## config.mk

```make
export PLATFORM = sky130hd
export DESIGN_NAME = tla_dispatch
export DESIGN_NICKNAME = d
export VERILOG_FILES = /design/src/rtl/tla_pkg.sv /design/src/rtl/tla_steer.sv /design/src/rtl/tla_lane_q.sv /design/src/rtl/tla_rob.sv /design/src/rtl/tla_dispatch.sv
export SDC_FILE = /design/constraint.sdc
export NUM_CORES = 1
export LEC_CHECK = 0
export BUFFER_PORTS_ARGS = -buffer_cell sky130_fd_sc_hd__buf_4
export CAP_MARGIN = 15
export CORE_MARGIN = 3
export CORE_UTILIZATION = 41
export DETAILED_ROUTE_END_ITERATION = 10
export GPL_ROUTABILITY_DRIVEN = 0
export HOLD_SLACK_MARGIN = 0.03
export PLACE_DENSITY = 0.55
export SYNTH_ARGS = -nofsm -noshare
export SYNTH_HDL_FRONTEND = slang
export SYNTH_SLANG_ARGS = --single-unit
```

## constraint.sdc

```tcl
create_clock -name clk -period 12.25 [get_ports clk]
set_clock_uncertainty 0.15 [all_clocks]
set_input_delay 2.45 -clock clk [delete_from_list [all_inputs] [get_ports clk]]
set_output_delay 2.45 -clock clk [all_outputs]
set_load 0.03 [all_outputs]
```

## src/rtl/tla_pkg.sv

```systemverilog
package tla_pkg;
  localparam int NLANE = 3;
  localparam int LANEW = $clog2(NLANE);
  typedef logic [LANEW-1:0] lane_t;
endpackage

```

## src/rtl/tla_steer.sv

```systemverilog
module tla_steer
  import tla_pkg::*;
(
  input  logic [NLANE-1:0]            vld,
  input  logic [NLANE-1:0]            mul,
  input  lane_t                       rr,
  output logic [NLANE-1:0]            take,
  output logic [NLANE-1:0][LANEW-1:0] lane,
  output lane_t                       rr_nxt
);
  logic [NLANE-1:0] used;
  lane_t            ptr;
  lane_t            cand;
  lane_t            idx;
  logic             halt;
  logic             hit;

  // rotation with skip of used lanes, R2 multiply pinned, R3 split point
  always_comb begin
    used = '0;
    ptr  = rr;
    halt = 1'b0;
    take = '0;
    lane = '0;
    cand = '0;
    idx  = '0;
    hit  = 1'b0;
    for (int i = 0; i < NLANE; i++) begin
      if (!vld[i]) halt = 1'b1;
      if (!halt) begin
        if (mul[i]) begin
          if (used[0]) begin
            halt = 1'b1;
          end else begin
            take[i] = 1'b1;
            lane[i] = '0;
            used[0] = 1'b1;
          end
        end else begin
          hit  = 1'b0;
          cand = '0;
          for (int k = 0; k < NLANE; k++) begin
            idx = lane_t'((int'(ptr) + k) % NLANE);
            if (!hit && !used[idx]) begin
              hit  = 1'b1;
              cand = idx;
            end
          end
          take[i]    = 1'b1;
          lane[i]    = cand;
          used[cand] = 1'b1;
          ptr        = lane_t'((int'(cand) + 1) % NLANE);
        end
      end
    end
    rr_nxt = ptr;
  end
endmodule

```

## src/rtl/tla_lane_q.sv

```systemverilog
module tla_lane_q #(
  parameter int OPW   = 16,
  parameter int DEPTH = 8,
  parameter int LW    = 5
) (
  input  logic           clk,
  input  logic           rst_n,
  input  logic           push,
  input  logic [OPW-1:0] push_op,
  input  logic [LW-1:0]  push_line,
  output logic           full,
  output logic           out_vld,
  input  logic           out_rdy,
  output logic [OPW-1:0] out_op,
  output logic [LW-1:0]  out_line
);
  localparam int PW = (DEPTH > 1) ? $clog2(DEPTH) : 1;
  localparam int CW = $clog2(DEPTH + 1);

  logic [OPW-1:0] op_mem [DEPTH];
  logic [LW-1:0]  ln_mem [DEPTH];
  logic [PW-1:0]  rd_p, wr_p;
  logic [CW-1:0]  cnt;
  logic           pop;

  function automatic logic [PW-1:0] bump(input logic [PW-1:0] p);
    return (p == PW'(DEPTH - 1)) ? '0 : p + 1'b1;
  endfunction

  assign full     = (cnt == CW'(DEPTH));
  assign out_vld  = (cnt != '0);
  assign pop      = out_vld & out_rdy;
  assign out_op   = op_mem[rd_p];
  assign out_line = ln_mem[rd_p];

  always_ff @(posedge clk) begin
    if (push) begin
      op_mem[wr_p] <= push_op;
      ln_mem[wr_p] <= push_line;
    end
  end

  always_ff @(posedge clk) begin
    if (!rst_n) begin
      rd_p <= '0;
      wr_p <= '0;
      cnt  <= '0;
    end else begin
      if (push) wr_p <= bump(wr_p);
      if (pop)  rd_p <= bump(rd_p);
      cnt <= cnt + CW'(push) - CW'(pop);
    end
  end


  q_no_overflow_chk: assert property (@(posedge clk) disable iff (!rst_n)
    !(push && full));


  q_hold_chk: assert property (@(posedge clk) disable iff (!rst_n)
    (out_vld && !out_rdy) |=> (out_vld && $stable(out_op) && $stable(out_line)));
endmodule

```

## src/rtl/tla_rob.sv

```systemverilog
module tla_rob
  import tla_pkg::*;
#(
  parameter int LINES = 24,
  parameter int LW    = 5
) (
  input  logic                clk,
  input  logic                rst_n,
  input  logic                alloc,
  input  logic [NLANE-1:0]    alloc_mask,
  output logic [LW-1:0]       alloc_line,
  output logic                full,
  input  logic [NLANE-1:0]    done_vld,
  input  logic [NLANE*LW-1:0] done_line,
  output logic                ret_vld,
  output logic [LW-1:0]       ret_line,
  output logic [NLANE-1:0]    ret_mask
);
  localparam int CW = $clog2(LINES + 1);

  logic [NLANE-1:0] occ [LINES];
  logic [NLANE-1:0] fin [LINES];
  logic [LW-1:0]    head, tail;
  logic [CW-1:0]    cnt;

  function automatic logic [LW-1:0] bump(input logic [LW-1:0] p);
    return (p == LW'(LINES - 1)) ? '0 : p + 1'b1;
  endfunction

  assign full       = (cnt == CW'(LINES));
  assign alloc_line = tail;
  assign ret_line   = head;
  assign ret_mask   = occ[head];
  assign ret_vld    = (cnt != '0) && ((fin[head] | ~occ[head]) == '1);

  always_ff @(posedge clk) begin
    if (!rst_n) begin
      head <= '0;
      tail <= '0;
      cnt  <= '0;
      for (int i = 0; i < LINES; i++) begin
        occ[i] <= '0;
        fin[i] <= '0;
      end
    end else begin
      for (int l = 0; l < NLANE; l++) begin
        if (done_vld[l]) fin[done_line[l*LW +: LW]][l] <= 1'b1;
      end
      if (alloc) begin
        occ[tail] <= alloc_mask;
        fin[tail] <= '0;
        tail      <= bump(tail);
      end
      if (ret_vld) head <= bump(head);
      cnt <= cnt + CW'(alloc) - CW'(ret_vld);
    end
  end


  rob_no_overflow_chk: assert property (@(posedge clk) disable iff (!rst_n)
    full |-> !alloc);


  ret_order_chk: assert property (@(posedge clk) disable iff (!rst_n)
    ret_vld |=> (ret_line == bump($past(ret_line))));
endmodule

```

## src/rtl/tla_dispatch.sv

```systemverilog
module tla_dispatch
  import tla_pkg::*;
#(
  parameter  int OPW       = 16,
  parameter  int QDEPTH    = 8,
  parameter  int ROB_LINES = 24,
  localparam int LINEW     = $clog2(ROB_LINES)
) (
  input  logic                   clk,
  input  logic                   rst_n,
  input  logic [NLANE-1:0]       in_vld,
  input  logic [NLANE-1:0]       in_mul,
  input  logic [NLANE*OPW-1:0]   in_op,
  output logic [NLANE-1:0]       in_rdy,
  output logic [NLANE-1:0]       iss_vld,
  input  logic [NLANE-1:0]       iss_rdy,
  output logic [NLANE*OPW-1:0]   iss_op,
  output logic [NLANE*LINEW-1:0] iss_line,
  input  logic [NLANE-1:0]       done_vld,
  input  logic [NLANE*LINEW-1:0] done_line,
  output logic                   ret_vld,
  output logic [LINEW-1:0]       ret_line,
  output logic [NLANE-1:0]       ret_mask
);
  lane_t                       rr_q, rr_nxt;
  logic [NLANE-1:0]            take;
  logic [NLANE-1:0][LANEW-1:0] lane;
  logic [NLANE-1:0]            tgt;
  logic [NLANE-1:0]            q_full;
  logic [NLANE-1:0]            q_push;
  logic [NLANE-1:0][OPW-1:0]   q_op;
  logic [LINEW-1:0]            new_line;
  logic                        rob_full;
  logic                        stall;
  logic                        alloc;

  tla_steer u_steer (
    .vld    (in_vld),
    .mul    (in_mul),
    .rr     (rr_q),
    .take   (take),
    .lane   (lane),
    .rr_nxt (rr_nxt)
  );

  always_comb begin
    tgt  = '0;
    q_op = '0;
    for (int i = 0; i < NLANE; i++) begin
      if (take[i]) begin
        tgt[lane[i]]  = 1'b1;
        q_op[lane[i]] = in_op[i*OPW +: OPW];
      end
    end
  end

  // whole-group stall, no same-cycle bypass of freed space
  assign stall  = rob_full | (|(tgt & q_full));
  assign in_rdy = stall ? '0 : take;
  assign alloc  = (|take) & ~stall;
  assign q_push = alloc ? tgt : '0;

  // rotation pointer advances only on an accepted group
  always_ff @(posedge clk) begin
    if (!rst_n) rr_q <= '0;
    else if (alloc) rr_q <= rr_nxt;
  end

  tla_rob #(.LINES(ROB_LINES), .LW(LINEW)) u_rob (
    .clk        (clk),
    .rst_n      (rst_n),
    .alloc      (alloc),
    .alloc_mask (tgt),
    .alloc_line (new_line),
    .full       (rob_full),
    .done_vld   (done_vld),
    .done_line  (done_line),
    .ret_vld    (ret_vld),
    .ret_line   (ret_line),
    .ret_mask   (ret_mask)
  );

  for (genvar g = 0; g < NLANE; g++) begin : g_lane
    tla_lane_q #(.OPW(OPW), .DEPTH(QDEPTH), .LW(LINEW)) u_q (
      .clk       (clk),
      .rst_n     (rst_n),
      .push      (q_push[g]),
      .push_op   (q_op[g]),
      .push_line (new_line),
      .full      (q_full[g]),
      .out_vld   (iss_vld[g]),
      .out_rdy   (iss_rdy[g]),
      .out_op    (iss_op[g*OPW +: OPW]),
      .out_line  (iss_line[g*LINEW +: LINEW])
    );


    mul_lane0_chk: assert property (@(posedge clk) disable iff (!rst_n)
      (in_vld[g] && in_rdy[g] && in_mul[g]) |-> (q_push[0] && q_op[0] == in_op[g*OPW +: OPW]));
  end


  rdy_prefix_chk: assert property (@(posedge clk) disable iff (!rst_n)
    (in_rdy == 3'b000 || in_rdy == 3'b001 || in_rdy == 3'b011 || in_rdy == 3'b111));


  rr_spread_chk: assert property (@(posedge clk) disable iff (!rst_n)
    (in_rdy == 3'b111 && in_mul == 3'b000) |-> (q_push == 3'b111));
endmodule

```

======== Word-level counts from Yosys, hierarchy flattened ========
Memory sizes are Yosys's and may differ from the RTL's. A register that Yosys moved wholly into a read port is not among the register bits.
Cells that the tools add are included.
word-level totals
  logic and storage cells ................. 304
  output and inout bits ................... 78
  input bits .............................. 77
  memory bits (writable) .................. 648
  register bits ........................... 47
  memories ................................ 8
cells by class
  reductions and logical operators ........ 35
  eq/ne operators ......................... 13
  div/mod/pow operators ................... 12
  order comparisons ....................... 19
  add/sub/neg operators ................... 25
  muxes and demuxes ....................... 166
  bitwise operators ....................... 13
memories
  name                  words  bits a word  read ports  clocked after memory_dff  write ports  line              RTL
  g_lane[0].u_q.op_mem  8      16           1           1                         1            tla_lane_q.sv:20  logic [OPW-1:0] op_mem [DEPTH];
  g_lane[1].u_q.op_mem  8      16           1           1                         1            tla_lane_q.sv:20
  g_lane[2].u_q.op_mem  8      16           1           1                         1            tla_lane_q.sv:20
  u_rob.fin             24     3            1           1                         24           tla_rob.sv:22     logic [NLANE-1:0] fin [LINES];
  u_rob.occ             24     3            1           1                         24           tla_rob.sv:21     logic [NLANE-1:0] occ [LINES];
  g_lane[0].u_q.ln_mem  8      5            1           1                         1            tla_lane_q.sv:21  logic [LW-1:0] ln_mem [DEPTH];
  2 more memories       --     --           --          --                        --           --
operators by type and width
  operator               number
  $mod 32x3->32 const B  9
  $mux 48                3
  $bwmux 48              2
  $demux 16 s2           3
  $mod 3x3->32 const B   3
  $mux 3                 30
  $mux 1                 68
  $mux 2                 32
  $mux 5                 11
  $and 48x48->48         1
  $mux 16                3
  $lt 2x3->1 const B     14
  $eq 3x3->1 const B     7
  $reduce_or 3->1        7
  $add 2x1->3 const B    6
  $add 3x1->3 const B    6
  $bmux 1 s2             9
  $eq 5x5->1 const B     3
  $add 4x1->4            3
  $eq 4x4->1 const B     3
  $logic_and 1x1->1      12
  $logic_not 1->1        12
  $or 3x3->3             4
  $reduce_bool 4->1      3
  other kinds (13)       29

======== Logic depth before layout (Yosys ltp) ========
  depth in word-level cells ............... 77
  mapped depth ............................ 33
  gate-level depth less buffers ........... 31

======== By module ========
Synthesis repeated with hierarchy kept, for this count alone.
second synthesis, totals
  cells, all modules ...................... 2104
  area total of the unflattened synthesis .. 32996.6 um^2
modules (own cells, without submodules)
  module        area an instance (um^2)  cells an instance  instances  seq. area each (um^2)
  tla_lane_q    7151.9                   321                3          5305.1
  tla_rob       9600.5                   824                1          5205.0
  tla_dispatch  1203.7                   208                1          40.0
  tla_steer     737.0                    109                1          0.0

======== Worst setup path before layout ========
Ideal clock, no wire load.
  path type ............................... input -> output
  start point ............................. in in_mul[0]
  end point ............................... out in_rdy[2]
  stages on the path ...................... 21
  buffers on the path ..................... 1
  setup slack ............................. 2.015 ns
  data arrival time ....................... 7.635 ns
  data required time ...................... 9.650 ns
  cell sequence ........................... buf_2 -> nand3b_1 -> nand2_1 -> ha_1 -> inv_2 -> o31ai_2 -> a31oi_4 -> or3_4 -> nand2_4 -> inv_2 -> ha_1 -> o21a_1 -> a21oi_1 -> a21boi_0 -> nor4_1 -> or4_1 -> o211a_2 -> a311o_1 -> a221oi_2 -> nand3_1 -> a211oi_1
between the ends
  longest elaborated chain between the ends .. 52
  elaborated cells on any way between the ends .. 114
  those cells by class .................... add/sub: 5; div: 7; order compare: 8; mux: 72; bitwise: 5; reduce/logical: 17
RTL lines
  what                                                    line                RTL
  start: declaration                                      tla_dispatch.sv:12  input logic [NLANE-1:0] in_mul,
  branches (longest 47 deep; another with $mod 32x3->32)  --
  $mux 3 (*)                                              tla_dispatch.sv:50  if (take[i]) begin
  via tgt[2]                                              tla_dispatch.sv:28  logic [NLANE-1:0] tgt;
  $and 3x3->3 (*)                                         tla_dispatch.sv:58  assign stall = rob_full | (|(tgt & q_full));
  $reduce_or 3->1 (*)                                     tla_dispatch.sv:58
  $or 1x1->1 (*)                                          tla_dispatch.sv:58
  $mux 3 (*)                                              tla_dispatch.sv:59  assign in_rdy = stall ? '0 : take;
  end: declaration                                        tla_dispatch.sv:14  output logic [NLANE-1:0] in_rdy,
Mark *: on every way through the listed nets, which the timed path passes. The select of a mux whose other input is x is not followed.

======== Worst setup path in the final report ========
  start point ............................. in in_vld[0]
  end point ............................... out in_rdy[2]
between the ends
  longest elaborated chain between the ends .. 51
  elaborated cells on any way between the ends .. 113
  those cells by class .................... add/sub: 5; div: 7; order compare: 8; mux: 71; bitwise: 5; reduce/logical: 17
RTL lines
  what                                                    line                RTL
  start: declaration                                      tla_dispatch.sv:11  input logic [NLANE-1:0] in_vld,
  branches (longest 46 deep; another with $mod 32x3->32)  --
  $mux 3 (*)                                              tla_dispatch.sv:50
  via tgt[1]                                              tla_dispatch.sv:28
  $and 3x3->3 (*)                                         tla_dispatch.sv:58
  $reduce_or 3->1 (*)                                     tla_dispatch.sv:58
  $or 1x1->1 (*)                                          tla_dispatch.sv:58
  $mux 3 (*)                                              tla_dispatch.sv:59
Marked as above.

==> impl_metrics.tcl <==
set metrics [dict create \
    outcome "finished, final reports clean" \
    final.period_utilization 0.9212 \
    routed_wl_mm 86.13 \
    hp-start "u_rob.fin[25][0]$_SDFF_PP0_" \
    synthSimpleGateAreaFrac 0.07567 \
    layout_common_cells "edfxtp_1 (600), buf_4 (221), mux4_2 (186)" \
    synth_area_leaders "edfxtp_1 (55%), mux4_2 (13%), dfxtp_1 (9.5%)" \
    cp_cell_sequence "buf_4 -> nor2b_1 -> mux2i_1 -> ha_1 -> inv_2 -> o31ai_2 -> a31oi_4 -> or3_4 -> nand2_4 -> inv_2 -> ha_1 -> o21ai_1 -> a31oi_1 -> and2_1 -> o21ai_0 -> a31oi_1 -> o31ai_1 -> o31ai_1 -> buf_4 -> a221oi_2 -> nand3_1 -> a211oi_1 -> buf_4" \
    cts_sinks 757 \
    pre_cts_ws_ns 1.210 \
    wl_per_cell_um 24.71 \
    pwr-share-comb 0.253 \
    postCtsSetupBuffers 0 \
    start_util 0.4158 \
    finalMaxSlewViolations 0 \
    final_nets 2504 \
    p_sw_frac 0.2945 \
    drc_errors 0 \
    power_frac_seq 0.415 \
    timing.final.ws_setup_ns 0.9648 \
    portBuffers 154 \
    htreeDepth 3 \
    cts_inserted_buffers 81 \
    final_hold_viol_count 0 \
    synthCells 2205 \
    switchingPower_mw 2.119 \
    cts_tree "done" \
    synth_edf_count 600 \
    worst_pin_slew_ns 1.206 \
    min_path_cells 2 \
    critPathSlowestCell "o31ai_1" \
    cts_root_buf "clkbuf_16" \
    critPathMaxStageDelay_ns 0.64 \
    synth_top_cell_by_area "edfxtp_1" \
    rsz0062_at_grt "false" \
    reg2reg_depth 27 \
    period_needed_ns 11.29 \
    grt_pass1_vias 20140 \
    cp.required_ns 9.65 \
    critPathLaunchType "primary input" \
    ys_seq_elements 757 \
    ys_seq_area_frac 0.6421 \
    synth_top_cell_area_share 0.5467 \
    synthXorXnorAreaFrac 0.002924 \
    cp_top_family "compound AO/OA/AOI/OAI gates" \
    dpl-instance-area_um2 35560 \
    grt_max_degree 99 \
    dieHeight_um 289.5 \
    synthFlopType "edfxtp_1" \
    fmax_mhz 88.61 \
    layout_commonest_cell "edfxtp_1" \
    synth_compound_area_frac 0.07339 \
    clockBufferDepth 3 \
    die_area_um2 83810 \
    clk_latency_ns 0.62 \
    r2r_start "rr_q[1]$_SDFFE_PN0N_" \
    clk_pin_slew_worst_paths_ns 0.06 \
    maxSlewHeadroom 0.1933 \
    dr.pass1.iters 8 \
    ios 155 \
    final-setup-viol-count 0 \
    setup-tns-final_ns 0 \
    p_per_area_nw_per_um2 188.6 \
    grt_pass1_wl_mm 127.6 \
    reg2reg_slack_ns 3.88 \
    avgSynthCellArea_um2 14.95 \
    synth_top_family_by_area "multiplexers" \
    yosysUniqueCellTypes 85 \
    synth_fp_nets 2335 \
    min_to "u_rob.fin[25][0]$_SDFF_PP0_" \
    cts_resized 0 \
    first_iter_violations 1876 \
    internal-power_mw 5.076 \
    crit_fanout 16 \
    grt_use_total 0.2032 \
    syn-cell-area_um2 32950 \
    clkPwrFrac 0.332 \
    dr_total_vias 20150 \
    synth_warnings 0 \
    synthAdderAreaFrac 0.02103 \
    hold_buffers 0 \
    leakagePower_nw 12.68 \
    fin_area_um2 38140 \
    area_growth_pct 15.75 \
    async_flop_share 0 \
    r2r-end "g_lane[1].u_q.cnt[2]$_SDFF_PN0_" \
    rows 103 \
    antenna_found_initial 2 \
    dp_hpwl_mm 54.28 \
    cpMostUsedCell "buf_4" \
    die_w_um 289.5 \
    critPathKind "in -> out" \
    via_per_inst 5.781 \
    hp-class "reg -> reg" \
    drive_gt1_frac 0.2707 \
    grt_overflow 0 \
    ir_worst_vdd_v 0.0001049 \
    arrival_ns 8.69 \
    fin_util 0.4813 \
    maxCapViolations 0 \
    cp.buffers_inverters 5 \
    cp-end-kind "primary output" \
    ant_nets 0 \
    synth.area.mux_share 0.1611 \
    core-area_um2 79260 \
]
-- worst max-delay path by stage --
stage              start        end  slack, ns  cells after the start
2_1_floorplan  in_mul[0]  in_rdy[2]       2.02                     21
3_5_place_dp   in_vld[0]  in_rdy[2]       1.21                     23
5_1_grt        in_vld[0]  in_rdy[2]       0.67                     23
6_report       in_vld[0]  in_rdy[2]       0.96                     23
3_3_place_gp   in_vld[0]  in_rdy[2]       1.53                     23
4_1_cts        in_vld[0]  in_rdy[2]       1.15                     23
-- power by group through the flow --
| stage | sequential, mW | clock [mW] | combinational [mW] |
|---|---|---|---|
| floorplan | 3.03 | 0 | 1.27 |
| global placement | 3.04 | 0 | 1.81 |
| detailed placement | 3.04 | 0 | 1.84 |
| CTS | 2.99 | 2.44 | 1.84 |
| global route | 3.00 | 2.54 | 1.97 |
| finish | 2.99 | 2.39 | 1.82 |
-- layer usage --
layer / vias to the layer above / share of wire / GRT usage
li1: 8925 / - / -
met1: 10320 / 0.43 / 0.2831
met2: 741 / 0.49 / 0.3365
met3: 157 / 0.056 / 0.02988
met4: 2 / 0.024 / 0.05303
met5: - / 0.00013 / 0
-- cells by family (layout without fill, tap and decap cells) --
kind of cell / Yosys count / count (layout)
xor+xnor: 11 / 11
simple gates: 521 / 521
compound gates: 379 / 379
fa+ha+maj: 53 / 53
mux: 287 / 287
flops: 757 / 757
other cells: 0 / 1
buf+inv: 197 / 426
-- per-stage QoR --
step	hold WS, ns	power [mW]	cells
after floorplan	0.2821	4.303	2205
after global placement	0.2996	4.847	3340
after detailed placement	0.3164	4.882	3340
after CTS	0.3317	7.273	3483
after global routing	0.3472	7.512	3485
final	0.3325	7.195	3485
-- tightest hold or removal path, delay by kind of cell, from the launching register on --
family           cells  cell delay (ns)
AND/OR/NAND/NOR      1             0.07
AO/OA/AOI/OAI        1             0.05
flip-flops           1             0.33
-- synthesized netlist by cell type (13+ instances only) --
library cell,instances
a21oi_1,138
a22oi_1,105
a31oi_1,15
and2_1,26
buf_1,26
buf_2,16
clkbuf_1,87
dfxtp_1,157
edfxtp_1,600
ha_1,49
inv_1,56
mux2_2,83
mux2i_1,17
mux4_2,186
nand2_1,178
nand3_1,30
nor2_1,157
nor2b_1,13
nor3_1,25
nor3b_1,14
o21ai_0,45
-- final cells by class --
cell class | count | area (um^2)
fillers | 6733 | 41110
flip-flops and latches | 757 | 21170
well taps | 1050 | 1314
multi-input cells | 1251 | 11180
clock inverters | 34 | 382.9
diodes | 1 | 2.502
repair buffers | 222 | 1667
clock buffers | 109 | 2193
inverters | 61 | 229.0
-- state kept, by name, summed over array words and instances, names as in the netlist, named ones only --
name and cells:
u_rob.occ 96, rr_q 2, u_rob.cnt 5, g_lane.u_q.ln_mem 120, g_lane.u_q.cnt 12, g_lane.u_q.wr_p 9
u_rob.fin 96, u_rob.alloc_line 5, g_lane.u_q.op_mem 384, u_rob.ret_line 5, g_lane.u_q.rd_p 9
Power figures use the tool's default switching activity.
